`src/rtl/arith_flag_pkg.sv`:
```
`timescale 1ns/1ps
package arith_flag_pkg;

  // Strobes from the control to the datapath for one operation
  typedef struct packed {
    logic invertB;       // feed the complement of the second operand
    logic carryIn;       // inject +1 at the adder LSB
    logic captureFlags;  // load the condition register at the next edge
    logic selNarrow;     // take the sign-extended narrow operand
  } ctrlStrobe_t;

  // Stored condition code
  typedef struct packed {
    logic neg;
    logic zero;
    logic ovf;
    logic carry;
  } ccFlags_t;

endpackage

```
`src/rtl/arith_flag_ctrl.sv`:
```
`timescale 1ns/1ps
module arith_flag_ctrl
  import arith_flag_pkg::*;
(
  input  logic        clk,
  input  logic        rstN,
  input  logic        subSel,
  input  logic        flagWe,
  input  logic        useNarrowB,
  input  logic        storedNeg,
  input  logic        storedZero,
  output ctrlStrobe_t strobe,
  output logic        branchGtz
);

  // Subtract = add complement plus one: both strobes follow the op select
  always_comb begin
    strobe.invertB      = subSel;
    strobe.carryIn      = subSel;
    strobe.captureFlags = flagWe;
    strobe.selNarrow    = useNarrowB;
  end

  // Greater than zero: neither negative nor zero
  always_comb branchGtz = ~(storedNeg | storedZero);

  AST_BRANCH_ON_ZERO: assert property (@(posedge clk) disable iff (!rstN)
    storedZero |-> !branchGtz);
  AST_BRANCH_ON_NEG: assert property (@(posedge clk) disable iff (!rstN)
    storedNeg |-> !branchGtz);

endmodule

```
`src/rtl/arith_flag_datapath.sv`:
```
`timescale 1ns/1ps
module arith_flag_datapath
  import arith_flag_pkg::*;
#(
  parameter int DATA_W   = 32,
  parameter int NARROW_W = 16
) (
  input  logic                clk,
  input  logic                rstN,
  input  logic [DATA_W-1:0]   opA,
  input  logic [DATA_W-1:0]   opB,
  input  logic [NARROW_W-1:0] opBNarrow,
  input  ctrlStrobe_t         strobe,
  output logic [DATA_W-1:0]   result,
  output ccFlags_t            ccQ
);

  localparam int MSB = DATA_W - 1;
  localparam int EXT_W = DATA_W - NARROW_W;

  logic [DATA_W-1:0] narrowExt;
  logic [DATA_W-1:0] bSel;
  logic [DATA_W-1:0] bEff;
  logic [DATA_W:0]   wideSum;
  logic [DATA_W-1:0] sumBits;
  ccFlags_t          ccNext;

  // Sign extension of the narrow operand; variant picked by width
  generate
    if (EXT_W > 0) begin : g_extend
      assign narrowExt = {{EXT_W{opBNarrow[NARROW_W-1]}}, opBNarrow};
    end else begin : g_same
      assign narrowExt = opBNarrow[DATA_W-1:0];
    end
  endgenerate

  always_comb bSel = strobe.selNarrow ? narrowExt : opB;
  always_comb bEff = strobe.invertB ? ~bSel : bSel;

  // Single adder, carry out kept in the extra bit
  always_comb wideSum = {1'b0, opA} + {1'b0, bEff} + {{DATA_W{1'b0}}, strobe.carryIn};
  always_comb sumBits = wideSum[MSB:0];
  always_comb result  = sumBits;

  // Flags for the current operation
  always_comb begin
    ccNext.neg   = sumBits[MSB];
    ccNext.zero  = ~|sumBits;
    ccNext.ovf   = (opA[MSB] == bEff[MSB]) && (sumBits[MSB] != opA[MSB]);
    ccNext.carry = wideSum[DATA_W];
  end

  always_ff @(posedge clk or negedge rstN) begin
    if (!rstN)                    ccQ <= '0;
    else if (strobe.captureFlags) ccQ <= ccNext;
  end

  AST_NO_OVERFLOW: assert property (@(posedge clk) disable iff (!rstN)
    (opA[MSB] != bEff[MSB]) |-> !ccNext.ovf);
  AST_SUB_RESULT: assert property (@(posedge clk) disable iff (!rstN)
    (strobe.invertB && strobe.carryIn) |-> (sumBits == DATA_W'(opA - bSel)));
  AST_NARROW_EXT: assert property (@(posedge clk) disable iff (!rstN)
    strobe.selNarrow |-> ($signed(bSel) == $signed(opBNarrow)));
  AST_CC_HOLD: assert property (@(posedge clk) disable iff (!rstN)
    !strobe.captureFlags |=> $stable(ccQ));
  AST_CC_ZERO_LOAD: assert property (@(posedge clk) disable iff (!rstN)
    strobe.captureFlags |=> (ccQ.zero == ($past(result) == '0)));

endmodule

```
`src/rtl/arith_flag_unit.sv`:
```
`timescale 1ns/1ps
module arith_flag_unit
  import arith_flag_pkg::*;
#(
  parameter int DATA_W   = 32,
  parameter int NARROW_W = 16
) (
  input  logic                clk,
  input  logic                rstN,
  input  logic [DATA_W-1:0]   opA,
  input  logic [DATA_W-1:0]   opB,
  input  logic [NARROW_W-1:0] opBNarrow,
  input  logic                useNarrowB,
  input  logic                subSel,
  input  logic                flagWe,
  output logic [DATA_W-1:0]   result,
  output logic                flagNeg,
  output logic                flagZero,
  output logic                flagOvf,
  output logic                flagCarry,
  output logic                branchGtz
);

  ctrlStrobe_t strobe;
  ccFlags_t    ccQ;

  arith_flag_ctrl u_ctrl (
    .clk        (clk),
    .rstN       (rstN),
    .subSel     (subSel),
    .flagWe     (flagWe),
    .useNarrowB (useNarrowB),
    .storedNeg  (ccQ.neg),
    .storedZero (ccQ.zero),
    .strobe     (strobe),
    .branchGtz  (branchGtz)
  );

  arith_flag_datapath #(
    .DATA_W   (DATA_W),
    .NARROW_W (NARROW_W)
  ) u_dp (
    .clk       (clk),
    .rstN      (rstN),
    .opA       (opA),
    .opB       (opB),
    .opBNarrow (opBNarrow),
    .strobe    (strobe),
    .result    (result),
    .ccQ       (ccQ)
  );

  assign flagNeg   = ccQ.neg;
  assign flagZero  = ccQ.zero;
  assign flagOvf   = ccQ.ovf;
  assign flagCarry = ccQ.carry;

endmodule

```
`config.mk`:
```
export PLATFORM = sky130hd
export DESIGN_NAME = arith_flag_unit
export DESIGN_NICKNAME = d
export VERILOG_FILES = /design/src/rtl/arith_flag_pkg.sv /design/src/rtl/arith_flag_ctrl.sv /design/src/rtl/arith_flag_datapath.sv /design/src/rtl/arith_flag_unit.sv
export SDC_FILE = /design/constraint.sdc
export NUM_CORES = 1
export LEC_CHECK = 0
export BUFFER_PORTS_ARGS = -buffer_cell sky130_fd_sc_hd__buf_4
export CORE_MARGIN = 2
export CORE_UTILIZATION = 40
export DETAILED_ROUTE_END_ITERATION = 12
export PLACE_DENSITY = 0.69
export SETUP_SLACK_MARGIN = 0.5
export SYNTH_ARGS = -nofsm -noshare
export SYNTH_HDL_FRONTEND = slang
export SYNTH_SLANG_ARGS = --single-unit
```
`constraint.sdc`:
```
create_clock -name clk -period 6 [get_ports clk]
set_input_delay 1.2 -clock clk [delete_from_list [all_inputs] [get_ports clk]]
set_output_delay 1.2 -clock clk [all_outputs]
set_load 0.05 [all_outputs]
```
# After elaboration in Yosys (flattened, before gate mapping)

Cells that the tools add are included.
W data, S select, Z words.

Register bits after elaboration: 4
Output and inout port bits: 37
Logic and storage cells: 16

$add $sub $neg: 2
Equal/unequal tests: 2
Multiplexer cells: 2
Bitwise gates (word level): 3
Reductions and logical operators: 3

Operator list:

| cell                | count |
|---|---|
| $mux W32            | 2 |
| $add A32 B32 Y33    | 1 |
| $add A33 B1 Y33     | 1 |
| $not A32 Y32        | 1 |
| $reduce_or A32 Y1   | 1 |
| $eq A1 B1 Y1        | 1 |
| $logic_and A1 B1 Y1 | 1 |
| $logic_not A1 Y1    | 1 |
| $ne A1 B1 Y1        | 1 |
| $not A1 Y1          | 1 |
| $or A1 B1 Y1        | 1 |

# Longest topological paths before layout

Gate-level depths: netlist (run 1).

Depth after elaboration: 7
Depth in mapped cells: 17
Depth with buffers taken out: 13

# Hierarchy

A second synthesis (run 1) with hierarchy kept.

Cells, all modules: 414
Area, all modules: 2,954.1 sq um

By module, submodules not included:

| module              | instances | cells an instance | area each (sq um) |
|---|---|---|---|
| arith_flag_datapath | 1         | 409               | 2,920.3 |
| arith_flag_ctrl     | 1         | 5                 | 33.8 |

# Least setup slack after synthesis (run 1)

Ideal clock, no wire load.

Path kind: in2out
Start point: in useNarrowB
End point: out result[29]
Data arrival time: 4.597 ns
Data required time: 4.800 ns
Setup slack: 0.203 ns
Cell stages on the path: 13
Path buffers: 3
Cell sequence: buf_6 -> clkbuf_1 -> mux2i_1 -> xnor2_1 -> ha_1 -> clkbuf_1 -> a21oi_1 -> o21a_1 -> o221a_2 -> o311ai_0 -> a21oi_1 -> o21ai_0 -> xor2_1

Word-level cells in the longest chain between the ends: 5

RTL lines:

| element              | RTL line                  | text |
|---|---|---|
| start: declaration   | arith_flag_unit.sv:13     | `input logic useNarrowB,` |
| $mux W32 (*)         | arith_flag_datapath.sv:37 | `always_comb bSel = strobe.selNarrow ? narrowExt : opB;` |
| $not A32 Y32         | arith_flag_datapath.sv:38 | `always_comb bEff = strobe.invertB ? ~bSel : bSel;` |
| $mux W32 (*)         | arith_flag_datapath.sv:38 |  |
| $add A32 B32 Y33 (*) | arith_flag_datapath.sv:41 | `always_comb wideSum = {1'b0, opA} + {1'b0, bEff} + {{DATA_W{1'b0}}, strobe.carryIn};` |
| $add A33 B1 Y33 (*)  | arith_flag_datapath.sv:41 |  |
| end: declaration     | arith_flag_unit.sv:16     | `output logic [DATA_W-1:0] result,` |

Mark *: on every way between the ends. The rest lies on a longest branch, timed or not.

# Final worst setup path (run 1)

Start point: in useNarrowB
End point: out result[30]

The elaborated chain is that of the path after synthesis.

==> reports/results.tsv, run 1 <==
metric	value	unit
power_leakage	1.86	nW
critical_path_arrival	4.19	ns
area_growth	44.0	%
fp.dieH	88.0	um
synthSimpleGateAreaFrac	0.200	
die-area	7750	um^2
rows	30	
clkSinkCount	4	
synth_ff_type	dfrtp_1	
synth_xor_area_frac	0.158	
period_share	0.898	
top_register	u_dp.ccQ	
path_class	primary input to primary output	
async_reset_ff_frac	1.00	
drv_cap	0	
ys_types	67	
synth_mux_area_frac	0.0656	
gr-total-overflow	0	
ir_worst_vdd	188	uV
synthAdderAreaFrac	0.158	
routedWlPerCell	15.4	um
num_antenna_cells	0	
fin_cells	612	
hold_viol	0	
initial_core_util	0.413	
final_util	0.595	
ys_warn_count	0	
p_per_area	273	nW/um^2
cts_buffers	3	
max_freq	0.186	GHz
worstHoldStart	u_dp.ccQ[3]	
clock_latency	0.21	ns
fin_crit	5.39	ns
ant_nets	0	
synth_area	2820	um^2
synthCells	397	
path_max_fanout	17	
slew_viol_final	0	
ios	122	
largest_reg_flops	4	
postCtsHoldBufs	0	
drt_first_pass_iters	5	
status	finished clean	
reg.largest.list	u_dp.ccQ x4	
first_global_vias	3218	
r2r_start	u_dp.ccQ[1]	
dp.cells	604	
io_buffers	121	
synth_compound_area_frac	0.330	
clock_path_buffers	2	
vias	3444	
crit_slowest_cell	or3b_2	
max_stage_delay	0.54	ns
synth.net_count	517	
setup_viol	0	
setup_tns	0	ns
cts_tree	built	
nFillCells	666	
reg2reg_depth	2	
root_buffer	clkbuf_8	
synth_edf_count	0	
htree_levels	1	
worstPathCellList	buf_12, and2_2, a21oi_1, xnor2_1, ha_2, and4_4, nand2_1, or3b_2, a21oi_2, o31a_1, nor4_1, a311o_2, buf_4	
grt_max_degree	24	
hp-class	flop to flop	
max_slew_margin	0.683	
rsz0062_at_grt	yes	
post_route_cells_drive_above_1_share	0.343	
antenna_found_initial	0	
tightest_slew	0.471	ns
drt-initial-drc-count	179	
cp-end-kind	primary output	
dieWidth	88.0	um
skew	0	ns
wl	9400	um
r2r_slack	5.18	ns
drc_errors	0	
synth_top_family_by_area	compound AO/OA/AOI/OAI gates	
cp.required	4.80	ns
post_drt_via_cell_ratio	5.63	
clk_pin_slew_worst_paths	0.03	ns
grt_usage	0.231	
grt_pass1_wl	14600	um
final_nets	638	
worstSetupStartpointType	primary input	
hold_depth	1	
synth_area_per_cell	7.11	um^2
design.core.area	6830	um^2
synth-seq-area-share	0.0354	
place_hpwl	7810	um
hold_end	u_dp.ccQ[3]	
routabilityCongestion	0.927	
reg2reg_to	u_dp.ccQ[1]	
yosys_register_bits	4	
-- where the power goes --
part	leakage [nW]	internal, mW	switching [mW]
Sequential	0.0504	0.0322	0.00279
Clock	0.0216	0.0426	0.0124
Combinational	1.78	0.362	0.655
Total	1.86	0.437	0.671
-- worst max-delay path, delay by kind of cell --
kind	cells	cell delay, ns
compound gates	4	0.91
buf+inv	2	0.34
xor+xnor	1	0.10
fa+ha+maj	1	0.41
simple gates	5	1.22
-- cells by family (layout without fill, tap and decap cells) --
logic type                 after synthesis  count (layout)
xor gates and xnor gates                51              51
buffers and inverters                   37             156
and+or+nand+nor                        112             112
AOI/OAI and AO/OA                      140             140
adders and majority gates               35              35
muxes                                   18              18
DFF                                      4               4
-- how the worst max path moves through the flow --
stage | start | to | slack [ns] | cells after the start
6_report | useNarrowB | result[30] | 0.61 | 13
3_5_place_dp | useNarrowB | result[30] | 0.25 | 13
2_1_floorplan | useNarrowB | result[28] | 0.45 | 14
3_3_place_gp | useNarrowB | result[30] | 0.25 | 13
4_1_cts | useNarrowB | result[30] | 0.48 | 13
5_1_grt | useNarrowB | result[30] | 0.46 | 13
-- routing by layer --
| metal | vias to the layer above | global-route usage | routed length [um] |
|---|---|---|---|
| met5 | - | 0 | 0 |
| met4 | 0 | 0.0234 | 34 |
| met3 | 4 | 0.0160 | 402 |
| met2 | 127 | 0.415 | 4790 |
| met1 | 1593 | 0.314 | 4170 |
| li1 | 1720 | - | - |
-- layout by cell type, fill, tap and decap left out, drive strengths merged, types with 3 or more instances in the layout --
cell    instances
a31oi           4
nand3           6
nor4            5
ha             34
o21a           10
a21oi          54
dfrtp           4
clkbuf          3
or4             3
and3            5
nand2          28
o21ai          25
a211oi          3
and2            6
o31ai           3
xnor2          43
inv            17
nor2           31
nor3            6
nor2b           3
buf           135
mux2i          17
a21o            8
and4            4
nand4           7
xor2            8
-- synthesized netlist by cell type, types with 2 or more instances --
master	n	share of area
a21oi_1	54	0.096
xnor2_1	43	0.13
ha_1	34	0.15
nor2_1	31	0.041
nand2_1	28	0.037
o21ai_0	24	0.043
inv_1	17	0.023
mux2i_1	16	0.057
clkbuf_1	13	0.017
o21a_1	10	0.027
a21o_1	8	0.021
xor2_1	8	0.025
nand4_1	7	0.016
and2_1	6	0.013
nand3_1	6	0.011
nor3_1	6	0.011
and3_1	5	0.011
nor4_1	5	0.011
a31oi_1	4	0.0089
dfrtp_1	4	0.035
and4_1	3	0.0093
buf_1	3	0.0040
nor2b_1	3	0.0066
or4_1	3	0.0080
a2111o_1	2	0.0080
a2111oi_0	2	0.0062
a211o_1	2	0.0062
a211oi_1	2	0.0053
a21bo_2	2	0.0071
a221o_1	2	0.0071
a311o_1	2	0.0071
nand2b_1	2	0.0044
o211ai_1	2	0.0053
o21bai_1	2	0.0053
o22ai_1	2	0.0044
o31ai_1	2	0.0053
or3_1	2	0.0044
-- cell type report --
type / count / area [um^2] / area share
inverters: 18 / 68.8 / 0.0169
clock buffers: 3 / 41.3 / 0.0102
repair buffers: 135 / 1030 / 0.253
flip-flops and latches: 4 / 100 / 0.0246
well taps: 96 / 120 / 0.0295
multi-input cells: 356 / 2710 / 0.665
-- stage by stage --
stage                     total power [mW]  worst slack, ns  hold slack, ns  cell area [um^2]
after global placement                1.02            0.252           0.532              3870
after CTS                             1.08            0.485           0.540              3930
after global routing                  1.18            0.460           0.563              4070
after detailed placement              1.02            0.247           0.533              3870
after floorplan                      0.742            0.454           0.772              2860
final                                 1.11            0.609           0.533              4070
-- repair_timing --
item                                   4_1_cts  5_1_grt
endpoints found under the hold margin        0        0
pin swaps                                    2        7
setup endpoints to repair                    4        3
buffers inserted                             1        4
gates resized for setup                      6       23
(Power assumes the default switching activity.)
==> run 2: changes to the inputs <==
- CORE_ASPECT_RATIO: unset -> 1.4
==> run 2 against run 1 <==
Die area increased by 0.11%. Combinational power about the same. Register-to-register slack about the same. Cell count decreased by 0.65%. Wire length increased by 6.0%. Total power increased by 1.3%. Critical endpoint unchanged. Highest routed layer unchanged.
==> reports/results.tsv, run 2 (synthesis gave the netlist of run 1 again) <==
metric	value	unit
status	finished clean	
die-area	7760	um^2
reg.largest.list	u_dp.ccQ x4	
power_leakage	1.85	nW
setup_viol	0	
clkSinkCount	4	
path_max_fanout	17	
root_buffer	clkbuf_8	
r2r_start	u_dp.ccQ[1]	
cts_buffers	3	
max_freq	0.183	GHz
layout_common_cells	buf_4, a21oi_1, xnor2_1	
cts_tree	built	
grt_usage	0.252	
grt_max_degree	20	
use_met1	0.265	
cp.required	4.80	ns
max_slew_margin	0.658	
skew	0	ns
place_hpwl	8540	um
worstHoldStart	u_dp.ccQ[0]	
first_global_vias	3457	
vias	3432	
clock_path_buffers	2	
period_share	0.910	
critical_path_arrival	4.26	ns
htree_levels	1	
hold_depth	2	
p_per_area	276	nW/um^2
postCtsHoldBufs	0	
setup_tns	0	ns
nFillCells	694	
clock_latency	0.21	ns
r2r_slack	5.19	ns
stdcell_area	4070	um^2
largest_reg_flops	4	
fp.dieH	103	um
drc_errors	0	
design.core.area	6890	um^2
worst_hold_slack	0.550	ns
drt-initial-drc-count	145	
path_class	primary input to primary output	
cp-end-kind	primary output	
post_route_cells_drive_above_1_share	0.343	
gr-total-overflow	0	
rsz0062_at_grt	yes	
top_register	u_dp.ccQ	
hp-class	flop to flop	
hold_end	u_dp.ccQ[0]	
reg2reg_to	u_dp.ccQ[1]	
num_antenna_cells	0	
final_common_cell	buf_4	
met3_usage	0.0223	
drt_first_pass_iters	4	
io_buffers	121	
ir_worst_vdd	215	uV
post_drt_via_cell_ratio	5.64	
busiest_layer	met2	
ant_nets	0	
antenna_found_initial	0	
wl	9970	um
initial_core_util	0.410	
reg2reg_depth	2	
worstSetupStartpointType	primary input	
slew_viol_final	0	
hold_viol	0	
rows	36	
clk_pin_slew_worst_paths	0.03	ns
fin_crit	5.46	ns
routabilityCongestion	0.897	
ios	122	
dieWidth	75.0	um
area_growth	44.0	%
drv_cap	0	
grt_pass1_wl	15300	um
dpl_cell_area	3850	um^2
tightest_slew	0.500	ns
use_met2	0.503	
routedWlPerCell	16.4	um
final_nets	635	
run 2: worst max-delay path by stage:
stage	startpoint	cells past startpoint	slack (ns)	end
2_1_floorplan	useNarrowB	14	0.45	result[28]
3_3_place_gp	useNarrowB	13	0.33	result[30]
3_5_place_dp	useNarrowB	13	0.25	result[30]
4_1_cts	useNarrowB	13	0.51	result[30]
5_1_grt	useNarrowB	14	0.43	result[30]
6_report	useNarrowB	13	0.54	result[30]
run 2: layer usage:
metal  part of all wire  vias to the layer above
li1                   -                     1712
met1               0.36                     1578
met2               0.56                      124
met3              0.052                       18
met4              0.026                        0
met5                  0                        -
run 2: power by group:
group          leakage [nW]  total, mW  switching (mW)  internal, mW
Combinational          1.78       1.03           0.666         0.365
Clock                0.0216     0.0561          0.0134        0.0427
Sequential           0.0504     0.0358         0.00365        0.0322
run 2: what timing repair did:
action	in CTS	in global routing
pin swaps	2	5
gates resized for setup	10	24
setup endpoints to repair	3	6
buffers inserted	2	2
run 2: worst max-delay path, stage by stage:
cell      delay [ns]
buf_12          0.15
mux2i_1         0.23
xnor2_1         0.18
inv_1           0.10
fa_1            0.45
nand2b_4        0.18
a211o_1         0.30
a2111o_1        0.42
a21oi_2         0.19
o31a_1          0.21
nor4_1          0.07
a311o_2         0.38
buf_4           0.20
run 2: final cells by class:
| type | instances | area [um^2] | share of cell area |
|---|---|---|---|
| tap | 95 | 119 | 0.0292 |
| clock buffer | 3 | 41.3 | 0.0102 |
| timing repair buffer | 132 | 1010 | 0.248 |
| sequential | 4 | 100 | 0.0246 |
| inverter | 18 | 67.6 | 0.0166 |
| multi-input combinational | 356 | 2730 | 0.672 |
run 2: stage by stage:
step	total power, mW	cells	setup WS, ns	util
5_1_grt	1.19	608	0.433	0.590
4_1_cts	1.10	606	0.506	0.572
3_3_place_gp	1.03	601	0.333	0.559
2_1_floorplan	0.742	397	0.454	-
3_5_place_dp	1.03	601	0.251	0.559
6_report	1.12	608	0.540	0.590
==> run 3: changes to the inputs <==
- CTS_BUF_LIST: unset -> sky130_fd_sc_hd__clkbuf_4
==> run 3 against run 2 <==
Global-route usage shrank 0.098 points. Die area did not move. Highest routed layer unchanged. Critical path depth did not move. Via count is 0.35% higher. Largest cell class unchanged. Sequential power is essentially flat. Count of clock-buffer cells in the layout stayed put. Register-to-register slack is essentially flat.
==> reports/results.tsv, run 3 (synthesis gave the netlist of run 1 again) <==
metric	value	unit
root_buffer	clkbuf_4	
place_hpwl	8540	um
ant_nets	0	
dieWidth	75.0	um
path_class	primary input to primary output	
clkSinkCount	4	
antenna_found_initial	0	
postCtsHoldBufs	0	
p_per_area	272	nW/um^2
setup_viol	0	
cp-end-kind	primary output	
die-area	7760	um^2
reg.largest.list	u_dp.ccQ x4	
path_max_fanout	17	
first_global_vias	3452	
area_growth	43.3	%
fp.dieH	103	um
busiest_layer	met2	
crit_slowest_cell	fa_1	
drv_cap	0	
hp-class	flop to flop	
cp.required	4.80	ns
skew	0	ns
cts_tree	built	
wl	10000	um
drt_first_pass_iters	4	
use_met2	0.502	
drt-initial-drc-count	162	
htree_levels	1	
ios	122	
max_freq	0.183	GHz
post_drt_via_cell_ratio	5.66	
critPathTopFamily	compound AO/OA/AOI/OAI gates	
clock_path_buffers	2	
clock_latency	0.24	ns
hold_viol	0	
final_nets	635	
grt_pass1_wl	15200	um
top_register	u_dp.ccQ	
max_stage_delay	0.45	ns
grt_max_degree	20	
grt_usage	0.251	
post_route_cells_drive_above_1_share	0.343	
initial_core_util	0.410	
worstPathCellList	buf_12, mux2i_1, xnor2_1, inv_1, fa_1, nand2b_4, a211o_1, a2111o_1, a21oi_2, o31a_1, nor4_1, a311o_2, buf_4	
vias	3444	
layout_common_cells	buf_4, a21oi_1, xnor2_1	
r2r_slack	5.18	ns
drc_errors	0	
worst_hold_slack	0.554	ns
fin_crit	5.46	ns
met3_usage	0.0223	
rows	36	
max_slew_margin	0.660	
final_common_cell	buf_4	
io_buffers	121	
nFillCells	698	
critical_path_arrival	4.26	ns
clk_pin_slew_worst_paths	0.04	ns
rsz0062_at_grt	yes	
routedWlPerCell	16.5	um
cts_buffers	3	
power_leakage	1.84	nW
ir_worst_vdd	215	uV
crit_buf_inv	3	
setup_tns	0	ns
worstSetupStartpointType	primary input	
status	finished clean	
period_share	0.910	
gr-total-overflow	0	
routabilityCongestion	0.897	
slew_viol_final	0	
num_antenna_cells	0	
use_met1	0.264	
largest_reg_flops	4	
design.core.area	6890	um^2
tightest_slew	0.496	ns
-- run 3: cell count changes in the layout (fill, tap and decap cells not counted) --
cell      before  now
clkbuf_8       3    0
clkbuf_4       0    3
-- run 3: worst register-to-register path, cell delays in order, from the launching register on --
cell     delay, ns
dfrtp_1       0.37
nor2b_1       0.13
a31o_2        0.20
-- run 3: metrics by stage --
| step | utilization | std cells | total power [mW] | setup slack, ns | instance area [um^2] |
|---|---|---|---|---|---|
| 2_1_floorplan | - | 397 | 0.742 | 0.454 | 2860 |
| 3_3_place_gp | 0.559 | 601 | 1.03 | 0.333 | 3850 |
| 3_5_place_dp | 0.559 | 601 | 1.03 | 0.251 | 3850 |
| 4_1_cts | 0.569 | 606 | 1.07 | 0.506 | 3920 |
| 5_1_grt | 0.587 | 608 | 1.17 | 0.434 | 4050 |
| 6_report | 0.587 | 608 | 1.10 | 0.539 | 4050 |
-- run 3: path summary, 6_finish.rpt --
check | from | to | cells past startpoint
max | useNarrowB | result[30] | 13
min | u_dp.ccQ[0] | u_dp.ccQ[0] | 2
max reg2reg | u_dp.ccQ[1] | u_dp.ccQ[1] | 2
min reg2reg | u_dp.ccQ[0] | u_dp.ccQ[0] | 2
max in group asynchronous | rstN | u_dp.ccQ[0] | 1
min in group asynchronous | rstN | u_dp.ccQ[3] | 1
-- run 3: timing repair --
action,4_1_cts,5_1_grt
setup endpoints to repair,3,6
endpoints found under the hold margin,0,0
buffers inserted,2,2
pin swaps,2,5
gates resized for setup,10,24
-- run 3: per-layer routing --
metal	vias up	wire, um
met5	-	0
met2	127	5580
met3	23	479
li1	1713	-
met4	0	286
met1	1581	3650
-- run 3: where the power goes --
part,leakage (nW),switching [mW],internal (mW)
Combinational,1.78,0.666,0.365
Clock,0.0138,0.0125,0.0225
Sequential,0.0504,0.00375,0.0321
-- run 3: final cells by class --
type                            instances  area [um^2]  share of cell area
Clock buffer                            3         22.5             0.00557
Inverter                               18         67.6              0.0167
Multi-Input combinational cell        356         2730               0.675
Tap cell                               95          119              0.0294
Timing Repair Buffer                  132         1010               0.249
Sequential cell                         4          100              0.0247
